--- config.mk ---
export PLATFORM = sky130hd
export DESIGN_NAME = brk_cmp_chan
export DESIGN_NICKNAME = d
export VERILOG_FILES = /design/src/rtl/brk_pkg.sv /design/src/rtl/brk_regfile.sv /design/src/rtl/brk_bus_sel.sv /design/src/rtl/brk_match.sv /design/src/rtl/brk_cmp_chan.sv
export SDC_FILE = /design/constraint.sdc
export NUM_CORES = 1
export LEC_CHECK = 0
export BUFFER_PORTS_ARGS = -buffer_cell sky130_fd_sc_hd__buf_2
export CAP_MARGIN = 0
export CORE_UTILIZATION = 55
export CTS_BUF_LIST = sky130_fd_sc_hd__clkbuf_8
export DETAILED_ROUTE_END_ITERATION = 8
export GPL_TIMING_DRIVEN = 0
export PLACE_DENSITY = 0.89
export SETUP_SLACK_MARGIN = 0.4
export SKIP_LAST_GASP = 1
export SYNTH_ARGS = -nofsm -noshare
export SYNTH_HDL_FRONTEND = slang
export SYNTH_HIERARCHICAL = 1
export SYNTH_SLANG_ARGS = --single-unit
--- constraint.sdc ---
create_clock -name clk -period 6.5 [get_ports clk]
set_input_delay 1.3 -clock clk [delete_from_list [all_inputs] [get_ports clk]]
set_output_delay 1.3 -clock clk [all_outputs]
set_load 0.005 [all_outputs]
--- src/rtl/brk_pkg.sv ---
package brk_pkg;

    // Register offsets on the register port
    typedef enum logic [1:0] {
        OFS_REF_ADDR = 2'd0,
        OFS_ADDR_MSK = 2'd1,
        OFS_REF_DATA = 2'd2,
        OFS_CTRL     = 2'd3
    } reg_ofs_e;

    // Which bus feeds the comparison
    typedef enum logic [2:0] {
        SRC_OFF = 3'd0,
        SRC_I   = 3'd1,
        SRC_L   = 3'd2,
        SRC_X   = 3'd3,
        SRC_Y   = 3'd4
    } bus_src_e;

    localparam int CTRL_W      = 4;
    localparam int CTRL_CODE_LO = 0;
    localparam int CTRL_HB_EN  = 2;
    localparam int CTRL_HB_SEL = 3;

    // Control field decode: half-bus enable overrides the bus code
    function automatic bus_src_e ctrl_to_src(input logic [CTRL_W-1:0] ctl);
        bus_src_e s;
        if (ctl[CTRL_HB_EN]) begin
            s = ctl[CTRL_HB_SEL] ? SRC_Y : SRC_X;
        end else begin
            unique case (ctl[CTRL_CODE_LO +: 2])
                2'b01:   s = SRC_I;
                2'b10:   s = SRC_L;
                default: s = SRC_OFF;
            endcase
        end
        return s;
    endfunction

endpackage

--- src/rtl/brk_regfile.sv ---
module brk_regfile
    import brk_pkg::*;
#(
    parameter int REG_W  = 32,
    parameter int ADDR_W = 32,
    parameter int DATA_W = 32
) (
    input  logic              clk,
    input  logic              rst_n,
    input  logic              we,
    input  logic [1:0]        ofs,
    input  logic [REG_W-1:0]  wdata,
    output logic [REG_W-1:0]  rdata,
    output logic [ADDR_W-1:0] ref_addr,
    output logic [ADDR_W-1:0] addr_msk,
    output logic [DATA_W-1:0] ref_data,
    output logic [CTRL_W-1:0] ctrl
);

    typedef struct packed {
        logic [ADDR_W-1:0] ref_addr;
        logic [ADDR_W-1:0] addr_msk;
        logic [DATA_W-1:0] ref_data;
        logic [CTRL_W-1:0] ctrl;
    } cfg_t;

    cfg_t cfg_d, cfg_q;

    always_comb begin
        cfg_d = cfg_q;
        if (we) begin
            unique case (reg_ofs_e'(ofs))
                OFS_REF_ADDR: cfg_d.ref_addr = wdata[ADDR_W-1:0];
                OFS_ADDR_MSK: cfg_d.addr_msk = wdata[ADDR_W-1:0];
                OFS_REF_DATA: cfg_d.ref_data = wdata[DATA_W-1:0];
                OFS_CTRL:     cfg_d.ctrl     = wdata[CTRL_W-1:0];
                default:      cfg_d = cfg_q;
            endcase
        end
    end

    always_ff @(posedge clk or negedge rst_n) begin
        if (!rst_n) cfg_q <= '0;
        else        cfg_q <= cfg_d;
    end

    always_comb begin
        rdata = '0;
        unique case (reg_ofs_e'(ofs))
            OFS_REF_ADDR: rdata[ADDR_W-1:0] = cfg_q.ref_addr;
            OFS_ADDR_MSK: rdata[ADDR_W-1:0] = cfg_q.addr_msk;
            OFS_REF_DATA: rdata[DATA_W-1:0] = cfg_q.ref_data;
            OFS_CTRL:     rdata[CTRL_W-1:0] = cfg_q.ctrl;
            default:      rdata = '0;
        endcase
    end

    assign ref_addr = cfg_q.ref_addr;
    assign addr_msk = cfg_q.addr_msk;
    assign ref_data = cfg_q.ref_data;
    assign ctrl     = cfg_q.ctrl;

endmodule

--- src/rtl/brk_bus_sel.sv ---
module brk_bus_sel
    import brk_pkg::*;
#(
    parameter int ADDR_W = 32,
    parameter int DATA_W = 32,
    localparam int HALF_W = DATA_W / 2
) (
    input  logic [CTRL_W-1:0] ctrl,
    input  logic              i_vld,
    input  logic [ADDR_W-1:0] i_addr,
    input  logic [DATA_W-1:0] i_data,
    input  logic              l_vld,
    input  logic [ADDR_W-1:0] l_addr,
    input  logic [DATA_W-1:0] l_data,
    input  logic              x_vld,
    input  logic [ADDR_W-1:0] x_addr,
    input  logic [HALF_W-1:0] x_data,
    input  logic              y_vld,
    input  logic [ADDR_W-1:0] y_addr,
    input  logic [HALF_W-1:0] y_data,
    output logic              sel_vld,
    output logic [ADDR_W-1:0] sel_addr,
    output logic [DATA_W-1:0] sel_data,
    output logic [DATA_W-1:0] sel_care
);

    localparam logic [HALF_W-1:0] HALF_ONES = '1;
    localparam logic [HALF_W-1:0] HALF_ZERO = '0;

    bus_src_e src;

    always_comb begin
        src      = ctrl_to_src(ctrl);
        sel_vld  = 1'b0;
        sel_addr = '0;
        sel_data = '0;
        sel_care = '0;
        unique case (src)
            SRC_I: begin
                sel_vld  = i_vld;
                sel_addr = i_addr;
                sel_data = i_data;
                sel_care = '1;
            end
            SRC_L: begin
                sel_vld  = l_vld;
                sel_addr = l_addr;
                sel_data = l_data;
                sel_care = '1;
            end
            SRC_X: begin
                // X lines up with the upper half of the reference word
                sel_vld  = x_vld;
                sel_addr = x_addr;
                sel_data = {x_data, HALF_ZERO};
                sel_care = {HALF_ONES, HALF_ZERO};
            end
            SRC_Y: begin
                // Y lines up with the lower half of the reference word
                sel_vld  = y_vld;
                sel_addr = y_addr;
                sel_data = {HALF_ZERO, y_data};
                sel_care = {HALF_ZERO, HALF_ONES};
            end
            default: begin
                sel_vld = 1'b0;
            end
        endcase
    end

endmodule

--- src/rtl/brk_match.sv ---
module brk_match #(
    parameter int ADDR_W = 32,
    parameter int DATA_W = 32
) (
    input  logic              vld,
    input  logic [ADDR_W-1:0] addr,
    input  logic [ADDR_W-1:0] ref_addr,
    input  logic [ADDR_W-1:0] addr_msk,
    input  logic [DATA_W-1:0] data,
    input  logic [DATA_W-1:0] care,
    input  logic [DATA_W-1:0] ref_data,
    output logic              hit
);

    logic [ADDR_W-1:0] addr_diff;
    logic [DATA_W-1:0] data_diff;
    logic              addr_ok;
    logic              data_ok;

    // Per-bit difference with the excluded bits cleared
    for (genvar b = 0; b < ADDR_W; b++) begin : g_abit
        assign addr_diff[b] = (addr[b] ^ ref_addr[b]) & ~addr_msk[b];
    end

    for (genvar b = 0; b < DATA_W; b++) begin : g_dbit
        assign data_diff[b] = (data[b] ^ ref_data[b]) & care[b];
    end

    assign addr_ok = ~|addr_diff;
    assign data_ok = ~|data_diff;
    assign hit     = vld & addr_ok & data_ok;

endmodule

--- src/rtl/brk_cmp_chan.sv ---
module brk_cmp_chan
    import brk_pkg::*;
#(
    parameter int REG_W  = 32,
    parameter int ADDR_W = 32,
    parameter int DATA_W = 32,
    localparam int HALF_W = DATA_W / 2
) (
    input  logic              clk,
    input  logic              rst_n,
    input  logic              reg_we,
    input  logic [1:0]        reg_addr,
    input  logic [REG_W-1:0]  reg_wdata,
    output logic [REG_W-1:0]  reg_rdata,
    input  logic              i_vld,
    input  logic [ADDR_W-1:0] i_addr,
    input  logic [DATA_W-1:0] i_data,
    input  logic              l_vld,
    input  logic [ADDR_W-1:0] l_addr,
    input  logic [DATA_W-1:0] l_data,
    input  logic              x_vld,
    input  logic [ADDR_W-1:0] x_addr,
    input  logic [HALF_W-1:0] x_data,
    input  logic              y_vld,
    input  logic [ADDR_W-1:0] y_addr,
    input  logic [HALF_W-1:0] y_data,
    output logic              match_o
);

    logic [ADDR_W-1:0] cfg_ref_addr;
    logic [ADDR_W-1:0] cfg_addr_msk;
    logic [DATA_W-1:0] cfg_ref_data;
    logic [CTRL_W-1:0] cfg_ctrl;

    logic              sel_vld;
    logic [ADDR_W-1:0] sel_addr;
    logic [DATA_W-1:0] sel_data;
    logic [DATA_W-1:0] sel_care;
    logic              hit;

    typedef struct packed {
        logic pulse;
    } out_t;

    out_t out_d, out_q;

    brk_regfile #(
        .REG_W (REG_W),
        .ADDR_W(ADDR_W),
        .DATA_W(DATA_W)
    ) u_regs (
        .clk     (clk),
        .rst_n   (rst_n),
        .we      (reg_we),
        .ofs     (reg_addr),
        .wdata   (reg_wdata),
        .rdata   (reg_rdata),
        .ref_addr(cfg_ref_addr),
        .addr_msk(cfg_addr_msk),
        .ref_data(cfg_ref_data),
        .ctrl    (cfg_ctrl)
    );

    brk_bus_sel #(
        .ADDR_W(ADDR_W),
        .DATA_W(DATA_W)
    ) u_sel (
        .ctrl    (cfg_ctrl),
        .i_vld   (i_vld),
        .i_addr  (i_addr),
        .i_data  (i_data),
        .l_vld   (l_vld),
        .l_addr  (l_addr),
        .l_data  (l_data),
        .x_vld   (x_vld),
        .x_addr  (x_addr),
        .x_data  (x_data),
        .y_vld   (y_vld),
        .y_addr  (y_addr),
        .y_data  (y_data),
        .sel_vld (sel_vld),
        .sel_addr(sel_addr),
        .sel_data(sel_data),
        .sel_care(sel_care)
    );

    brk_match #(
        .ADDR_W(ADDR_W),
        .DATA_W(DATA_W)
    ) u_cmp (
        .vld     (sel_vld),
        .addr    (sel_addr),
        .ref_addr(cfg_ref_addr),
        .addr_msk(cfg_addr_msk),
        .data    (sel_data),
        .care    (sel_care),
        .ref_data(cfg_ref_data),
        .hit     (hit)
    );

    always_comb begin
        out_d       = out_q;
        out_d.pulse = hit;
    end

    always_ff @(posedge clk or negedge rst_n) begin
        if (!rst_n) out_q <= '0;
        else        out_q <= out_d;
    end

    assign match_o = out_q.pulse;

endmodule

* After elaboration in Yosys (flattened, before gate mapping)
Cells that the tools add are included.
** Word-level totals
- Register bits :: 101
- Bits in latches :: 0
- Memory bits (writable) :: 0
- ROM bits :: 0
- Memories kept :: 0
** Operators by class
- $add $sub $neg :: 0
- $mul :: 0
- Div/mod/pow operators :: 0
- Order comparisons :: 0
- Eq/ne operators :: 9
- Shifts and indexed selects :: 0
- Mux-type cells :: 9
- Bitwise logic cells :: 162
- Reductions and logical operators :: 10
** Operators with widths (count)
- case mux 32 bit (4 select lines) :: 2
- case mux 32 bit (3 select lines) :: 1
- case mux 28 bit (3 select lines) :: 1
- bitwise AND 1 bit :: 66
- OR reduction 32 bit :: 2
- XOR 1 bit :: 64
- inverter 1 bit :: 32
- case mux 4 bit (4 select lines) :: 1
- AND reduction 2 bit :: 4
- == test 2 bit, second input constant :: 3
- == test 3 x 2 -> 1 bit, second input constant :: 2
- two-way mux 3 bit :: 2
- == test 2 x 1 -> 1 bit, second input constant :: 2
- case mux 1 bit (4 select lines) :: 1
- case mux 2 bit (2 select lines) :: 1
- == test 3 x 1 -> 1 bit, second input constant :: 1
- == test 3 bit, second input constant :: 1
- zero test 1 bit :: 2
- zero test 2 bit :: 1
- OR reduction 2 bit :: 1

* Depth between registers and ports, before layout
- Depth after elaboration :: 11
- Gate-level depth with buffers :: 10

* Modules after synthesis
The synthesis kept the hierarchy.
** By module, submodules not included
- brk_regfile :: instances 1, cells an instance 285, area an instance 4439.3 µm²
- brk_bus_sel :: instances 1, cells an instance 274, area an instance 2327.2 µm²
- brk_match :: instances 1, cells an instance 118, area an instance 884.6 µm²
- brk_cmp_chan :: instances 1, cells an instance 1, area an instance 25.0 µm²

* Worst setup path before layout
OpenSTA, ideal clock, no wires.
- Path type :: input -> output
- From :: in reg_addr[1]
- To :: out reg_rdata[11]
- Data arrival time :: 2.129 ns
- Required time :: 5.200 ns
- Setup slack :: 3.071 ns
- Cell stages on the path :: 5
- Buffers on the path :: 3
- Path through :: buf_2 -> nor2b_1 -> buf_2 -> buf_2 -> o2bb2ai_1
** On the way
- Cells in the longest elaborated chain, start to end :: 2
- Elaborated cells between the ends (all ways) :: 4
- Classes of those cells :: eq/ne: 2; mux: 1; reduce/logical: 1
** RTL lines
- start: declaration :: RTL line brk_cmp_chan.sv:12 : input logic [1:0] reg_addr,
- == test 2 bit, or another cell as far along :: RTL line brk_regfile.sv:49 : unique case (reg_ofs_e'(ofs))
- case mux 28 bit (3 select lines) * :: RTL line brk_regfile.sv:49
- end: declaration :: RTL line brk_cmp_chan.sv:14 : output logic [REG_W-1:0] reg_rdata,
Mark *: on every way between the ends. The rest lies on a longest branch, timed or not.

* Worst setup path in the final report
- From :: in reg_addr[1]
- To :: out reg_rdata[21]
Same word-level chain as after synthesis.

==> qor.json <==
{
  "critical_path_buf_inv_count": {"value": 4},
  "synth_enable_flop_cells": {"value": 0},
  "peakVddDrop": {"value": 0.1500, "unit": "mV"},
  "critical_path.endpoint_type": {"value": "primary output"},
  "global_route_usage_sum": {"value": 38.49, "unit": "%"},
  "yosys.cell_types.count": {"value": 39},
  "critical_path_top_delay_cell": {"value": "buf_2"},
  "final_worst_path_setup_slack": {"value": 2502, "unit": "ps"},
  "final_cell_mix": {"value": "buf_2 (318), mux2_2 (129), dfrtp_1 (101)"},
  "data_required_time_at_the_worst_endpoint": {"value": 5200, "unit": "ps"},
  "antenna_left": {"value": 0},
  "crit_type": {"value": "input pin to primary output"},
  "layout.cells.non_filler": {"value": 1166},
  "post_route_cells_drive_above_1_share": {"value": 53.49, "unit": "%"},
  "outcome": {"value": "finished clean"},
  "switching_power": {"value": 959.2, "unit": "uW"},
  "synth.net_count": {"value": 943},
  "route.detailed.wl_per_inst": {"value": 23.45, "unit": "um"},
  "drt_drc_violations_left": {"value": 0},
  "syn2layout_area_growth": {"value": 25.40, "unit": "%"},
  "first_iter_violations": {"value": 568},
  "worstMarginPinSlew": {"value": 800.7, "unit": "ps"},
  "static-leakage-power": {"value": 4.619, "unit": "nW"},
  "die_y_extent": {"value": 120.1, "unit": "um"},
  "hold_class": {"value": "flip-flop to flip-flop"},
  "nNetsFinal": {"value": 1250},
  "crit_family": {"value": "buffers and inverters"},
  "cts_max_path_buffers": {"value": 2},
  "pre_cts_slack": {"value": 2552, "unit": "ps"},
  "placedCellCount": {"value": 1150},
  "max_cap_violations": {"value": 0},
  "grt_pass1_vias": {"value": 7398},
  "numCtsBuffers": {"value": 9},
  "part_of_the_cycle_the_worst_path_needs": {"value": 61.50, "unit": "%"},
  "report.final.setup_viol": {"value": 0},
  "peak_per_stage_delay_on_the_critical_path": {"value": 340, "unit": "ps"},
  "final.setup_skew": {"value": 14.00, "unit": "ps"},
  "wire_length_of_the_first_global_routing_pass": {"value": 41.06, "unit": "mm"},
  "vias": {"value": 7308},
  "synth_warnings": {"value": 6},
  "post-cts-setup-buffers": {"value": 0},
  "final-max-slew-violation-count": {"value": 0},
  "clock_tree.htree_level_count": {"value": 3},
  "finalWeightedCongestion": {"value": 0.9421},
  "grt_max_degree": {"value": 58},
  "grt.overflow.total": {"value": 0},
  "core_region_area": {"value": 13400, "unit": "sq um"},
  "place.detailed.hpwl": {"value": 20.96, "unit": "mm"},
  "clk_transition_reported_paths": {"value": 90, "unit": "ps"},
  "cts_tree": {"value": "built"},
  "ys.flop_type": {"value": "dfrtp_1"},
  "cpMostUsedCell": {"value": "buf_2"},
  "drt-total-wl": {"value": 27.34, "unit": "mm"},
  "worst_ep_arrival_time": {"value": 2700, "unit": "ps"},
  "synth.avg_cell_area": {"value": 11.32, "unit": "sq um"},
  "post_synth_instance_area": {"value": 7676, "unit": "sq um"},
  "io_buffer_count": {"value": 295},
  "dr.pass1.iters": {"value": 5},
  "fin_area": {"value": 9625, "unit": "sq um"},
  "cts.sink_count": {"value": 101},
  "number_of_resized_instances_in_the_post_cts_repair_step": {"value": 0},
  "crit_path_start_kind": {"value": "input pin"},
  "setup_repair_after_global_routing_missed_its_margin": {"value": "no"},
  "comb_power_share": {"value": 48.4, "unit": "%"},
  "grt_antenna_before_repair": {"value": 0},
  "clock.fmax": {"value": 0.2502, "unit": "GHz"},
  "vias_per_cell": {"value": 6.268},
  "setup_total_negative_slack": {"value": 0, "unit": "ps"},
  "postPlaceCellArea": {"value": 9403, "unit": "sq um"},
  "p_int": {"value": 1.587, "unit": "mW"},
  "report.final.hold_viol_count": {"value": 0},
  "final_core_utilization": {"value": 71.83, "unit": "%"},
  "power_frac_clock": {"value": 17.8, "unit": "%"},
  "synth-async-reset-ratio": {"value": 100.0, "unit": "%"},
  "seq_area_frac_synth": {"value": 32.93, "unit": "%"},
  "cts_hold_buffers": {"value": 0},
  "finalCriticalPeriod": {"value": 3998, "unit": "ps"},
  "initial_utilization": {"value": 57.28, "unit": "%"},
  "slew_headroom": {"value": 46.62, "unit": "%"},
  "floorplan.rows": {"value": 42},
  "worst_path_maximum_fanout": {"value": 10},
  "floorplan.die_area": {"value": 14430, "unit": "sq um"},
  "sw_frac_of_total": {"value": 37.67, "unit": "%"},
  "synthesis.instances": {"value": 678},
  "critical_path.cell_chain": {"value": "buf_2 > nor2b_1 > buf_2 > buf_2 > o2bb2ai_1 > buf_2"},
  "pin_count": {"value": 298},
  "die-width": {"value": 120.1, "unit": "um"},
  "clock_insertion_delay_worst_skew": {"value": 380, "unit": "ps"},
  "ys_seq_elements": {"value": 101},
  "seq_power_share": {"value": 33.8, "unit": "%"},
  "cts_root_buf": {"value": "clkbuf_8"},
  "leading_cell_type_in_the_layout_fill_and_taps_excluded": {"value": "buf_2"},
  "powerDensity": {"value": 264.6, "unit": "nW/um^2"}
}
through the flow:
stage                     hold WS (ps)  power, mW
after floorplan                  487.4      1.639
after global placement           510.4      2.043
after detailed placement         525.8      2.075
after CTS                        547.6      2.525
after global routing             570.5      2.662
final                            547.7      2.547
worst paths after layout:
path,start,endpoint,slack (ps),cells past startpoint
max in group asynchronous,rst_n,u_regs/addr_msk[28]$_DFFE_PN0P_,4870,2
setup reg to reg,u_regs/ctrl[2]$_DFFE_PN0P_,match_o$_DFF_PN0_,3130,10
setup / recovery,reg_addr[1],reg_rdata[21],2500,6
hold reg to reg,u_regs/addr_msk[25]$_DFFE_PN0P_,u_regs/addr_msk[25]$_DFFE_PN0P_,550,1
min in group asynchronous,rst_n,u_regs/ref_data[20]$_DFFE_PN0P_,920,1
hold / removal,u_regs/addr_msk[25]$_DFFE_PN0P_,u_regs/addr_msk[25]$_DFFE_PN0P_,550,1
per-layer routing:
metal	track usage [%]	wire, um	share of wire [%]	vias to the layer above
met5	0	0	0	-
met4	19.92	1372	5.0	0
met3	7.842	2802	10	91
met2	63.22	12790	47	456
met1	47.68	10380	38	3563
li1	-	-	-	3198
power groups by stage:
stage	Sequential (mW)	Clock, mW	Combinational, mW
3_3_place_gp	0.860	0	1.18
5_1_grt	0.877	0.483	1.30
4_1_cts	0.858	0.455	1.21
6_report	0.860	0.453	1.23
2_1_floorplan	0.838	0	0.802
3_5_place_dp	0.870	0	1.20
registers in the layout, summed over array words and instances (netlist names):
| register | count |
|---|---|
| match_o | 1 |
| u_regs/addr_msk | 32 |
| u_regs/ctrl | 4 |
| u_regs/ref_addr | 32 |
| u_regs/ref_data | 32 |
cells by family after synthesis:
family	share of synthesized area, %
and+or+nand+nor	13.55
AOI/OAI and AO/OA	14.85
muxes	24.34
DFF	32.93
buffers and inverters	7.042
xor gates and xnor gates	7.302
synthesized netlist by cell type (all sizes together) (6+ instances only):
library cell    n  share of area, %
and3           17               1.4
and4bb         20               3.3
dfrtp         101                33
and3b          16               1.8
xor2           32               3.7
a21oi           7              0.46
mux2i          28               3.7
o2bb2ai        28               3.2
xnor2          32               3.7
o22ai           6              0.49
nor2b          37               3.0
buf            68               6.0
nor4bb         13               1.7
nor2           11              0.54
mux2          133                20
nand2           7              0.34
a221o          65               8.5
clkbuf         21               1.0
final cells by class:
class                   count  area [sq um]
diodes                      1         2.502
plain buffers              89         540.5
clock buffers              10         137.6
clock inverters             5         82.58
fillers                  1049          3775
multi-input cells         488          4608
flip-flops and latches    101          2527
well taps                 176         220.2
repair buffers            296          1506
worst reg2reg max path: stages, from the launching register on:
cell and delay, ps:
dfrtp_1 510, nor2b_1 150, clkbuf_1 490, clkbuf_1 550, a221o_1 330, xnor2_1 160
o22ai_1 130, a211oi_1 220, o2111ai_1 200, nor4_1 350, and3_1 230
No activity file was read; power rests on OpenSTA's default activity.
